`src/rtl/atten_pkg.sv`:
```
package atten_pkg;
  localparam int CODE_W = 7;
  localparam int WORD_W = CODE_W + 1;
  typedef logic [CODE_W-1:0] code_t;
  typedef enum logic {MODE_PAR = 1'b0, MODE_SER = 1'b1} mode_e;
  localparam code_t CODE_MAX = {CODE_W{1'b1}};
endpackage

```
`src/rtl/atten_sync.sv`:
```
module atten_sync #(
  parameter int W = 1
) (
  input  logic         clk,
  input  logic         rst_n,
  input  logic [W-1:0] d_i,
  output logic [W-1:0] q_o
);
  logic [W-1:0] meta_q;
  logic [W-1:0] sync_q;

  always_ff @(posedge clk or negedge rst_n) begin
    if (!rst_n) begin
      meta_q <= '0;
      sync_q <= '0;
    end else begin
      meta_q <= d_i;
      sync_q <= meta_q;
    end
  end

  assign q_o = sync_q;
endmodule

```
`src/rtl/atten_shift.sv`:
```
module atten_shift #(
  parameter int WORD_W = 8
) (
  input  logic              clk,
  input  logic              rst_n,
  input  logic              en_i,
  input  logic              sck_rise_i,
  input  logic              le_lvl_i,
  input  logic              sd_i,
  output logic [WORD_W-1:0] word_o
);
  logic [WORD_W-1:0] word_q;
  logic [WORD_W-1:0] word_d;
  logic              shift_en;

  assign shift_en = en_i & sck_rise_i & ~le_lvl_i;

  always_comb begin
    word_d = word_q;
    if (shift_en) word_d = {sd_i, word_q[WORD_W-1:1]};
  end

  always_ff @(posedge clk or negedge rst_n) begin
    if (!rst_n) word_q <= '0;
    else        word_q <= word_d;
  end

  assign word_o = word_q;

  // a clock edge while the latch strobe is high leaves the word alone
  assert_no_shift_le_high_R3: assert property (@(posedge clk) disable iff (!rst_n)
    (sck_rise_i && le_lvl_i) |=> $stable(word_q));
endmodule

```
`src/rtl/atten_pup_timer.sv`:
```
module atten_pup_timer #(
  parameter int LIMIT = 20000
) (
  input  logic clk,
  input  logic rst_n,
  output logic done_o
);
  localparam int CNT_W = (LIMIT < 2) ? 1 : $clog2(LIMIT + 1);

  logic [CNT_W-1:0] cnt_q, cnt_d;
  logic             done_q, done_d;

  always_comb begin
    cnt_d  = cnt_q;
    done_d = done_q;
    if (!done_q) begin
      if (cnt_q == CNT_W'(LIMIT - 1)) done_d = 1'b1;
      else                           cnt_d  = cnt_q + 1'b1;
    end
  end

  always_ff @(posedge clk or negedge rst_n) begin
    if (!rst_n) begin
      cnt_q  <= '0;
      done_q <= 1'b0;
    end else begin
      cnt_q  <= cnt_d;
      done_q <= done_d;
    end
  end

  assign done_o = done_q;

  // once the delay is over it stays over
  assert_done_sticky_R7: assert property (@(posedge clk) disable iff (!rst_n)
    done_q |=> done_q);
  // the count never passes its limit while waiting
  assert_cnt_bound_R7: assert property (@(posedge clk) disable iff (!rst_n)
    !done_q |-> (cnt_q < CNT_W'(LIMIT)));
endmodule

```
`src/rtl/step_atten_ctrl.sv`:
```
module step_atten_ctrl
  import atten_pkg::*;
#(
  parameter int CLK_HZ   = 50_000_000,
  parameter int DELAY_US = 400
) (
  input  logic              clk,
  input  logic              rst_n,
  input  logic              mode_sel_i,
  input  logic [CODE_W-1:0] par_i,
  input  logic              sdata_i,
  input  logic              sclk_i,
  input  logic              latch_i,
  output logic [CODE_W-1:0] code_o,
  output logic              pup_done_o,
  output logic              word_err_o
);
  localparam int IN_W      = CODE_W + 4;
  localparam int DLY_RAW   = ((CLK_HZ / 1000) * DELAY_US) / 1000;
  localparam int DLY_LIMIT = (DLY_RAW < 1) ? 1 : DLY_RAW;

  logic [IN_W-1:0]   pins_raw, pins_s;
  mode_e             mode_s;
  logic              le_s, sck_s, sd_s;
  code_t             par_s;
  logic              sck_q, le_q;
  logic              sck_rise, le_rise, le_fall;
  logic [WORD_W-1:0] word;
  logic              pup_done;
  code_t             code_q, code_d;
  logic              err_q, err_d;

  assign pins_raw = {mode_sel_i, latch_i, sclk_i, sdata_i, par_i};

  atten_sync #(.W(IN_W)) i_sync (
    .clk(clk), .rst_n(rst_n), .d_i(pins_raw), .q_o(pins_s)
  );

  assign mode_s = mode_e'(pins_s[IN_W-1]);
  assign le_s   = pins_s[IN_W-2];
  assign sck_s  = pins_s[IN_W-3];
  assign sd_s   = pins_s[IN_W-4];
  assign par_s  = pins_s[CODE_W-1:0];

  always_ff @(posedge clk or negedge rst_n) begin
    if (!rst_n) begin
      sck_q <= 1'b0;
      le_q  <= 1'b0;
    end else begin
      sck_q <= sck_s;
      le_q  <= le_s;
    end
  end

  assign sck_rise = sck_s & ~sck_q;
  assign le_rise  = le_s & ~le_q;
  assign le_fall  = ~le_s & le_q;

  atten_shift #(.WORD_W(WORD_W)) i_shift (
    .clk(clk), .rst_n(rst_n), .en_i(mode_s == MODE_SER),
    .sck_rise_i(sck_rise), .le_lvl_i(le_s), .sd_i(sd_s), .word_o(word)
  );

  atten_pup_timer #(.LIMIT(DLY_LIMIT)) i_timer (
    .clk(clk), .rst_n(rst_n), .done_o(pup_done)
  );

  always_comb begin
    code_d = code_q;
    err_d  = err_q;
    if (mode_s == MODE_SER) begin
      if (le_rise) begin
        code_d = word[CODE_W-1:0];
        err_d  = word[WORD_W-1];
      end
    end else if (le_s) begin
      code_d = pup_done ? par_s : CODE_MAX;
    end else if (le_fall) begin
      code_d = par_s;
    end
  end

  always_ff @(posedge clk or negedge rst_n) begin
    if (!rst_n) begin
      code_q <= CODE_MAX;
      err_q  <= 1'b0;
    end else begin
      code_q <= code_d;
      err_q  <= err_d;
    end
  end

  assign code_o     = code_q;
  assign pup_done_o = pup_done;
  assign word_err_o = err_q;

  // in serial mode only a latch edge moves the code
  assert_serial_hold_R8: assert property (@(posedge clk) disable iff (!rst_n)
    (mode_s == MODE_SER && !le_rise) |=> $stable(code_q));
  // error flag mirrors bit 7 of the word that was latched
  assert_err_tracks_R4: assert property (@(posedge clk) disable iff (!rst_n)
    (mode_s == MODE_SER && le_rise) |=> (err_q == $past(word[WORD_W-1])));
  // direct mode before the delay ends pins the code at maximum
  assert_direct_max_R7: assert property (@(posedge clk) disable iff (!rst_n)
    (mode_s == MODE_PAR && le_s && !pup_done) |=> (code_q == CODE_MAX));
  // latched parallel with strobe low and no falling edge holds the code
  assert_latched_hold_R5: assert property (@(posedge clk) disable iff (!rst_n)
    (mode_s == MODE_PAR && !le_s && !le_fall) |=> $stable(code_q));
endmodule

```
`config.mk`:
```
export PLATFORM = sky130hd
export DESIGN_NAME = step_atten_ctrl
export DESIGN_NICKNAME = d
export VERILOG_FILES = /design/src/rtl/atten_pkg.sv /design/src/rtl/atten_sync.sv /design/src/rtl/atten_shift.sv /design/src/rtl/atten_pup_timer.sv /design/src/rtl/step_atten_ctrl.sv
export SDC_FILE = /design/constraint.sdc
export NUM_CORES = 1
export LEC_CHECK = 0
export BUFFER_PORTS_ARGS = -buffer_cell sky130_fd_sc_hd__buf_2
export CAP_MARGIN = 40
export CORE_UTILIZATION = 45
export CTS_BUF_LIST = sky130_fd_sc_hd__clkbuf_2 sky130_fd_sc_hd__clkbuf_4 sky130_fd_sc_hd__clkbuf_8
export DETAILED_ROUTE_END_ITERATION = 16
export PLACE_DENSITY_LB_ADDON = 0.25
export SLEW_MARGIN = 5
export SYNTH_ARGS = -nofsm -noshare
export SYNTH_HDL_FRONTEND = slang
export SYNTH_SLANG_ARGS = --single-unit
```
`constraint.sdc`:
```
create_clock -name clk -period 5.7 [get_ports clk]
set_clock_uncertainty 0.2 [all_clocks]
set_input_delay 0.855 -clock clk [delete_from_list [all_inputs] [get_ports clk]]
set_output_delay 0.855 -clock clk [all_outputs]
set_load 0.05 [all_outputs]
```
==> out/qor.yml <==
outcome: "completed"
cts_buffer_depth: 2
cts_buffers: 5
chipHeight_um: 69.1
viasPerCell: 5.17
r2r_start: "i_timer.cnt_q[12]$_DFFE_PN0P_"
layout.nets: 186
cts_root_buf: "clkbuf_8"
clk_latency_ns: 0.31
cp_data_arrival_time_ns: 1.30
vdd_drop_max_mv: 0.145
cts_tree: "done"
hold_path.class: "reg -> reg"
r2r_setup_slack_ns: 3.70
ys_warn_count: 0
start_util: 0.466
synth_area_um2: 2030
crit_path_end_kind: "output pin"
cp.depth: 1
syn_nets: 158
core_area_um2: 4350
slew_headroom: 0.559
drt_iter0_markers: 67
dpl.hpwl_mm: 2.19
r2r-end: "i_timer.cnt_q[1]$_DFFE_PN0P_"
tightest_slew_ns: 0.662
critPathMaxFanout: 13
antenna_found_initial: 0
min_period_ns: 2.35
hold_path_startpoint: "i_sync.meta_q[0]$_DFF_PN0_"
clk_pin_slew_ns: 0.10
synth_edf_count: 0
synth.avg_cell_area_um2: 14.1
min_period_over_period: 0.412
start_kind: "flop"
layout_common_cells: "dfrtp_1, buf_2, nand2_1"
cts-hold-fix-buffers: 0
criticalPathCategory: "reg -> out"
setup_ws_ns: 3.35
row_count: 24
finalSetupTns_ns: 0
pin_count: 22
dieArea_um2: 4780
ant_nets: 0
yosysUniqueCellTypes: 31
fmax_mhz: 425
wirelength_mm: 3.22
p_leak_nw: 1.06
cp_slowest_cell: "dfrtp_1"
required_ns: 4.64
synth-seq-area-share: 0.695
p_per_area_nw_per_um2: 334
drc_errors: 0
cts_setup_buffers: 0
die_w_um: 69.1
dpl_worst_slack_ns: 3.71
ff2ff_path_depth: 4
syn2layout_area_growth_pct: 13.3
vias: 1163
synth_top_flop_cell: "dfrtp_1"
drive_gt1_frac: 0.301
synth_seq_cells: 56
setup.worst_path.end: "pup_done_o"
final_common_cell: "dfrtp_1"
synthArstFlopShare: 1.00
grt_util_all_layers: 0.154
wl_per_cell_um: 14.3
post_cts_resize_count: 0
power.total_mw: 0.768
first_global_vias: 1213
gp_congestion: 0.770
grt_pass1_wl_mm: 5.67
crit_path_start: "i_timer.done_o$_DFF_PN0_"
hold_violations: 0
critical_path.top_delay_family: "flip-flops"
h-tree-depth: 2
maxCapViolCount: 0
firstDrtPassIters: 4
syn_inst: 144
numPortBuffers: 21
gr-total-overflow: 0
clkSinkCount: 56
cp.buffers_inverters: 1
grt_max_degree: 57
worstPathCellList: "buf_2"
finalSetupViolations: 0
n_antenna_cell: 0
rsz0062_at_grt: "no"
critical_path.max_stage_delay_ns: 0.63
whs_ns: 0.158
drv_slew: 0
==> worst min-delay path by stage <==
stage                                   end  slack [ns]  depth (start not counted)
floorplan           i_sync.q_o[0]$_DFF_PN0_        0.13                          0
global placement    i_sync.q_o[9]$_DFF_PN0_        0.14                          0
detailed placement  i_sync.q_o[8]$_DFF_PN0_        0.14                          0
CTS                 i_sync.q_o[8]$_DFF_PN0_        0.16                          0
global route        i_sync.q_o[8]$_DFF_PN0_        0.16                          0
finish              i_sync.q_o[0]$_DFF_PN0_        0.16                          0
==> Yosys cell counts (all sizes together) (2+ instances only) <==
master  instances  area (um^2)
dfrtp          49         1230
nand2          12         45.0
mux2           10          116
o21ai           9         45.0
dfstp           7          184
o22ai           7         43.8
nor3            6         30.0
xnor2           6         52.6
xor2            6         52.6
nand3           5         25.0
inv             3         11.3
nor4            3         33.8
or3             3         18.8
nand4           2         12.5
nor2            2         10.0
nor3b           2         15.0
o21a            2         15.0
==> report_power, final <==
group / total, mW / internal (mW) / switching, mW
Clock: 0.217 / 0.0872 / 0.130
Combinational: 0.0967 / 0.0308 / 0.0659
Sequential: 0.455 / 0.436 / 0.0186
Total: 0.768 / 0.554 / 0.214
==> cell type report <==
type	instances	area [um^2]
fillers	376	2060
flip-flops and latches	56	1410
multi-input cells	82	594
repair buffers	23	120
clock buffers	5	68.8
well taps	52	65.1
clock inverters	3	23.8
inverters	4	15.0
==> logic make-up after synthesis <==
kind of cell	Yosys count	synth area share
buf+inv	6	0.0117
compound gates	19	0.0549
simple gates	40	0.123
mux	10	0.0574
xor+xnor	12	0.0518
fa+ha+maj	1	0.00617
flops	56	0.695
==> through the flow <==
| stage | util | cells | cell area, um^2 |
|---|---|---|---|
| finish | 0.528 | 225 | 2300 |
| global route | 0.528 | 225 | 2300 |
| CTS | 0.528 | 225 | 2300 |
| detailed placement | 0.506 | 217 | 2200 |
| global placement | 0.506 | 217 | 2200 |
| floorplan | - | 144 | 2030 |
==> flip-flops by register name (all words and copies together), names as in the netlist <==
| register | count |
|---|---|
| code_o | 7 |
| i_shift.word_o | 8 |
| i_sync.meta_q | 11 |
| i_sync.q_o | 11 |
| i_timer.cnt_q | 15 |
| i_timer.done_o | 1 |
| le_q | 1 |
| sck_q | 1 |
| word_err_o | 1 |
==> layer usage <==
metal | up-vias | wire, um | GRT usage | part of all wire
li1 | 562 | - | - | -
met1 | 574 | 1410 | 0.180 | 0.44
met2 | 20 | 1640 | 0.254 | 0.51
met3 | 7 | 120 | 0.0599 | 0.037
met4 | 0 | 50 | 0.0658 | 0.016
met5 | - | 0 | 0 | 0
(Power assumes the default switching activity.)
